--- src/rtl/spiIrqPkg.sv ---
package spiIrqPkg;

  // number of interrupt event sources handled by the unit
  localparam int NUM_EVT = 3;

  // event bit positions in the raw and masked views
  localparam int EVT_DONE = 0;
  localparam int EVT_RXRDY = 1;
  localparam int EVT_OVF = 2;

  // read source selected by the control module
  typedef enum logic [1:0] {
    RD_NONE  = 2'd0,
    RD_RAW   = 2'd1,
    RD_MASK  = 2'd2,
    RD_CLEAR = 2'd3
  } rdSel_e;

  // strobes from control to datapath
  typedef struct packed {
    logic [NUM_EVT-1:0] clrBits;   // per-bit clear request this cycle
    logic               clrWrite;  // clear register written this cycle
    rdSel_e             rdSel;     // source of read data
  } ctlStrobe_t;

endpackage

--- src/rtl/spiIrqCtl.sv ---
module spiIrqCtl
  import spiIrqPkg::*;
#(
  parameter int ADDR_W    = 4,
  parameter int DATA_W    = 32,
  parameter int CLR_ADDR  = 3,
  parameter int MASK_ADDR = 8,
  parameter int RAW_ADDR  = 9
) (
  input  logic              wrEn,
  input  logic [ADDR_W-1:0] wrAddr,
  input  logic [DATA_W-1:0] wrData,
  input  logic [ADDR_W-1:0] rdAddr,
  output ctlStrobe_t        strobe
);

  localparam logic [ADDR_W-1:0] CLR_A  = ADDR_W'(CLR_ADDR);
  localparam logic [ADDR_W-1:0] MASK_A = ADDR_W'(MASK_ADDR);
  localparam logic [ADDR_W-1:0] RAW_A  = ADDR_W'(RAW_ADDR);

  logic hitClear;

  // Only the clear register is writable here. Every other address,
  // including the read-only views, produces no strobe at all.
  always_comb begin
    hitClear = wrEn && (wrAddr == CLR_A);
  end

  always_comb begin
    strobe.clrWrite = hitClear;
    strobe.clrBits  = hitClear ? wrData[NUM_EVT-1:0] : '0;
    unique case (rdAddr)
      RAW_A:   strobe.rdSel = RD_RAW;
      MASK_A:  strobe.rdSel = RD_MASK;
      CLR_A:   strobe.rdSel = RD_CLEAR;
      default: strobe.rdSel = RD_NONE;
    endcase
  end

endmodule

--- src/rtl/spiIrqData.sv ---
module spiIrqData
  import spiIrqPkg::*;
#(
  parameter int DATA_W     = 32,
  parameter int EN_DONE_IX = 1,  // slice index of transfer-done enable
  parameter int EN_RX_IX   = 0,  // slice index of receive-ready enable
  parameter int EN_OVF_IX  = 2   // slice index of overflow enable
) (
  input  logic               clk,
  input  logic               rstN,
  input  logic [NUM_EVT-1:0] evtVec,
  input  logic [NUM_EVT-1:0] ctrlIntField,
  input  logic [DATA_W-1:0]  wrData,
  input  ctlStrobe_t         strobe,
  output logic [NUM_EVT-1:0] rawQ,
  output logic [NUM_EVT-1:0] maskedV,
  output logic               irqOut,
  output logic [DATA_W-1:0]  rdData
);

  // event slot -> index in the control enable slice
  localparam int EN_MAP [NUM_EVT] = '{EN_DONE_IX, EN_RX_IX, EN_OVF_IX};

  logic [NUM_EVT-1:0] enRemap;
  logic [DATA_W-1:0]  clrShadow;

  // one sticky cell per event: a set beats a simultaneous clear
  for (genvar i = 0; i < NUM_EVT; i++) begin : g_evt
    always_ff @(posedge clk) begin
      if (!rstN) begin
        rawQ[i] <= 1'b0;
      end else if (evtVec[i]) begin
        rawQ[i] <= 1'b1;
      end else if (strobe.clrBits[i]) begin
        rawQ[i] <= 1'b0;
      end
    end
    assign enRemap[i] = ctrlIntField[EN_MAP[i]];
  end

  // last word written to the clear register, for readback
  always_ff @(posedge clk) begin
    if (!rstN) begin
      clrShadow <= '0;
    end else if (strobe.clrWrite) begin
      clrShadow <= wrData;
    end
  end

  // masked view and interrupt are pure functions of current state
  always_comb begin
    maskedV = rawQ & enRemap;
    irqOut  = |maskedV;
  end

  always_comb begin
    rdData = '0;
    unique case (strobe.rdSel)
      RD_RAW:   rdData[NUM_EVT-1:0] = rawQ;
      RD_MASK:  rdData[NUM_EVT-1:0] = maskedV;
      RD_CLEAR: rdData = clrShadow;
      default:  rdData = '0;
    endcase
  end

endmodule

--- src/rtl/spiIrqStatus.sv ---
module spiIrqStatus
  import spiIrqPkg::*;
#(
  parameter int ADDR_W     = 4,
  parameter int DATA_W     = 32,
  parameter int STAT_ADDR  = 2,
  parameter int CLR_ADDR   = 3,
  parameter int MASK_ADDR  = 8,
  parameter int RAW_ADDR   = 9,
  parameter int EN_DONE_IX = 1,
  parameter int EN_RX_IX   = 0,
  parameter int EN_OVF_IX  = 2
) (
  input  logic              clk,
  input  logic              rstN,
  input  logic              evtDone,
  input  logic              evtRxRdy,
  input  logic              evtOvf,
  input  logic [2:0]        ctrlIntField,
  input  logic              wrEn,
  input  logic [ADDR_W-1:0] wrAddr,
  input  logic [DATA_W-1:0] wrData,
  input  logic [ADDR_W-1:0] rdAddr,
  output logic [DATA_W-1:0] rdData,
  output logic              irqOut
);

  logic [NUM_EVT-1:0] evtVec;
  logic [NUM_EVT-1:0] rawQ;
  logic [NUM_EVT-1:0] maskedV;
  ctlStrobe_t         strobe;

  assign evtVec[EVT_DONE]  = evtDone;
  assign evtVec[EVT_RXRDY] = evtRxRdy;
  assign evtVec[EVT_OVF]   = evtOvf;

  spiIrqCtl #(
    .ADDR_W   (ADDR_W),
    .DATA_W   (DATA_W),
    .CLR_ADDR (CLR_ADDR),
    .MASK_ADDR(MASK_ADDR),
    .RAW_ADDR (RAW_ADDR)
  ) u_ctl (
    .wrEn  (wrEn),
    .wrAddr(wrAddr),
    .wrData(wrData),
    .rdAddr(rdAddr),
    .strobe(strobe)
  );

  spiIrqData #(
    .DATA_W    (DATA_W),
    .EN_DONE_IX(EN_DONE_IX),
    .EN_RX_IX  (EN_RX_IX),
    .EN_OVF_IX (EN_OVF_IX)
  ) u_data (
    .clk         (clk),
    .rstN        (rstN),
    .evtVec      (evtVec),
    .ctrlIntField(ctrlIntField),
    .wrData      (wrData),
    .strobe      (strobe),
    .rawQ        (rawQ),
    .maskedV     (maskedV),
    .irqOut      (irqOut),
    .rdData      (rdData)
  );

endmodule

--- config.mk ---
export PLATFORM = sky130hd
export DESIGN_NAME = spiIrqStatus
export DESIGN_NICKNAME = d
export VERILOG_FILES = /design/src/rtl/spiIrqPkg.sv /design/src/rtl/spiIrqCtl.sv /design/src/rtl/spiIrqData.sv /design/src/rtl/spiIrqStatus.sv
export SDC_FILE = /design/constraint.sdc
export NUM_CORES = 1
export LEC_CHECK = 0
export ABC_AREA = 1
export BUFFER_PORTS_ARGS = -buffer_cell sky130_fd_sc_hd__buf_2
export CAP_MARGIN = 20
export CORE_MARGIN = 1.5
export CORE_UTILIZATION = 35
export DETAILED_ROUTE_END_ITERATION = 8
export GPL_TIMING_DRIVEN = 1
export PLACE_DENSITY = 0.64
export SYNTH_ARGS = -nofsm -noshare
export SYNTH_HDL_FRONTEND = slang
export SYNTH_HIERARCHICAL = 1
export SYNTH_SLANG_ARGS = --single-unit
--- constraint.sdc ---
create_clock -name clk -period 0.9 [get_ports clk]
set_input_delay 0.09 -clock clk [delete_from_list [all_inputs] [get_ports clk]]
set_output_delay 0.09 -clock clk [all_outputs]
set_load 0.05 [all_outputs]
==> summary.txt <==
Part of the cycle the worst path needs - 1.32
Hold Path Cell Cnt - 3
Critical path's slowest cell - buf_6
Violation count after the first detailed-route iteration - 86
Largest family of logic cells by synthesized area - simple AND/OR/NAND/NOR gates
Drt pass-1 iters - 6
Crit path largest cell delay - 0.16 ns
Post-synthesis mux area share - 0
Row count - 25
Post-Synthesis Cells - 257
Core ar. - 4750 µm²
Max cap viols - 0
Failing checks - negative setup slack
Share of cells above drive strength 1 - 0.468
Netlist cell types - 16
Wirelength per Cell - 11.0 µm
Top cells by area, synth - dfxtp_1 40%, nor2_1 20%, inv_1 9.8%
Worst skew pair latency - 0.28 ns
First-pass GRT wire length - 7290 µm
R2R setup slack - 0.05 ns
Drt via density - 4.38
Drt drc - 0
Fillers - 438
EDFF count, synth - 0
Static Leak - 1.30 nW
# IOs - 82
Clk root buf - clkbuf_8
Clock skew - 0 ns
Area of the die - 5380 µm²
Num CTS Buffers - 5
Worst r2r dst - u_data/rawQ[1]
CTS Hold Buffers Added - 0
Final setup violation count - 33
Syn. warnings - 6
Crit path kind - primary input to primary output
Hold WS - 0.0125 ns
Deepest clock path buffer count - 2
Simple-Gate Fraction of Synth Area - 0.337
Die Wd - 73.3 µm
PortBufs - 81
Vias in the first global route - 1755
Reg area - 707 µm²
CTS sink count - 35
Gr ovfl total - 0
Reg2reg path depth - 4
Multi-input logic area - 1050 µm²
Setup crit end kind - primary output
Buffers & Inverters on Critical Path - 4
Critical path fanouts, max - 7
Max-slew violation count - 0
CTS clock-pin slew for the worst setup and hold paths - 0.07 ns
Slew of the pin with the lowest slew margin - 0.177 ns
Run status - finished, violations left
Largest net degree at the start of global routing - 34
Most used cell, CP - nand2_2
Count leader, synth - nor2_1
GPL Wtd Cong - 0.817
Area Overhead vs Synth - 71.5%
RSZ-0062 raised after global routing - yes
Worst EP arrival - 1.10 ns
Hold Crit Class - primary input to flip-flop
Final ANT Viol Nets - 0
Final min period - 1.19 ns
Final-report hold violation count - 0
Setup WS pre-CTS - -0.449 ns
Post-synth top cells - 92 x nor2_1, 45 x inv_1, 35 x dfxtp_1
H-tree depth - 2
Mean Syn Cell Area - 6.74 µm²
Initial antenna violation count - 0
CP Data Required Time - 0.81 ns
Synth Area in XOR/XNOR - 0
Sink of the worst hold path - u_data/rawQ[0]
Nets - 396
PD cells - 1060 nW/µm²
CTS tree - built
Synth Area in Compound Gates - 0.101
Hold Path Origin - evtDone
RR Startpoint - u_data/rawQ[1]
Inserted Diodes - 0
Syn_nets - 306
Wirelength, routed - 4560 µm
Mapped Area - 1730 µm²
Die Ht - 73.3 µm
Peak supply drop - 0.779 mV
Share of the synthesized area in the top cell type - 0.405
Final Power - 3.15 mW
Final Worst Setup Slack - -0.287 ns
Starting Density - 0.364
CP top delay family - simple AND/OR/NAND/NOR gates
Seq cells post-synth - 35
Asr flop ratio synth - 0
Tot GR Track Use - 0.180
Cell count along the critical path - 9
Fmax - 0.842 GHz
Adder-cell share of the synthesized area - 0
CP Launch Type - primary input
Main synth FF type - dfxtp_1
Slew Limit Headroom - 0.880
HPWL after DPL - 2950 µm
Seq/Total Area, Yosys - 0.405
Critical-path cell list - buf_2 > inv_2 > nand4_1 > nand2_2 > buf_6 > nor2_4 > nand2_2 > nand3_4 > buf_8
Routed via count - 1819
Synth area leader - dfxtp_1
[worst reg2reg max path, delay by kind of cell (launching register included)]
kind | cells | cell delay, ns
flops | 1 | 0.34
buf+inv | 2 | 0.25
compound gates | 1 | 0.10
simple gates | 1 | 0.05
[layout make-up]
| class | count | area share |
|---|---|---|
| clock buffers | 7 | 0.0257 |
| clock inverters | 1 | 0.00169 |
| inverters | 45 | 0.0586 |
| multi-input cells | 163 | 0.352 |
| flip-flops and latches | 35 | 0.238 |
| well taps | 67 | 0.0282 |
| repair buffers | 97 | 0.295 |
[layer usage]
layer	vias up	track usage	share of wire
met5	-	0	0
met4	0	0.0700	0.022
met3	8	0.0535	0.044
met2	54	0.319	0.51
met1	813	0.201	0.42
li1	944	-	-
[state kept, by name, summed over array words and instances, names as in the netlist]
name and count:
u_data/clrShadow 32, u_data/rawQ 3
[repair_timing]
| item | 4_1_cts | 5_1_grt |
|---|---|---|
| endpoints found under the setup margin | 33 | 33 |
| pin swaps | 12 | 13 |
| setup buffers | 1 | 1 |
| cloned | 1 | 1 |
| resized for setup | 106 | 12 |
[where the power goes]
group	switching, mW	internal [mW]	total, mW
combinational	0.250	0.215	0.465
clock	0.533	0.542	1.08
sequential	0.0247	1.59	1.62
total	0.807	2.35	3.15
[worst max path at each step]
stage / end / slack [ns] / start
final: rdData[0] / -0.29 / rdAddr[1]
after global routing: rdData[0] / -0.33 / rdAddr[2]
after CTS: rdData[1] / -0.24 / rdAddr[2]
after detailed placement: rdData[1] / -0.45 / rdAddr[2]
after global placement: rdData[1] / -0.41 / rdAddr[2]
after floorplan: rdData[21] / -0.26 / rdAddr[3]
[logic make-up (layout without fill, tap and decap cells)]
logic type | Yosys count | after routing
DFF | 35 | 35
and+or+nand+nor | 128 | 128
AOI/OAI and AO/OA | 35 | 35
buffers and inverters | 59 | 150
[stage by stage]
stage	instances	TNS, ns	area (µm²)	util
after floorplan	257	-6.48	1890	-
after global placement	403	-12.88	2420	0.509
after detailed placement	403	-13.99	2420	0.509
after CTS	413	-7.14	2890	0.607
after global routing	415	-9.83	2970	0.624
final	415	-8.09	2970	0.624
[layout by cell type (no fill, tap or decap)]
cell / instances
buf_16: 1
nand2_2: 8
nor2_4: 32
nand3_2: 6
nand3_1: 2
nand2_8: 1
nor2_1: 70
buf_4: 7
buf_8: 5
buf_6: 33
nand4_1: 1
inv_6: 1
a21oi_1: 2
dfxtp_2: 2
dfxtp_1: 32
nor2_2: 2
a21oi_2: 1
o21ai_0: 32
nand3_4: 4
clkinv_2: 1
clkbuf_16: 1
inv_2: 1
nand2_1: 1
clkbuf_1: 2
nand2_4: 1
buf_2: 45
clkbuf_8: 5
inv_1: 43
buf_12: 5
dfxtp_4: 1
Note: power is estimated with default switching activity, not from simulation.
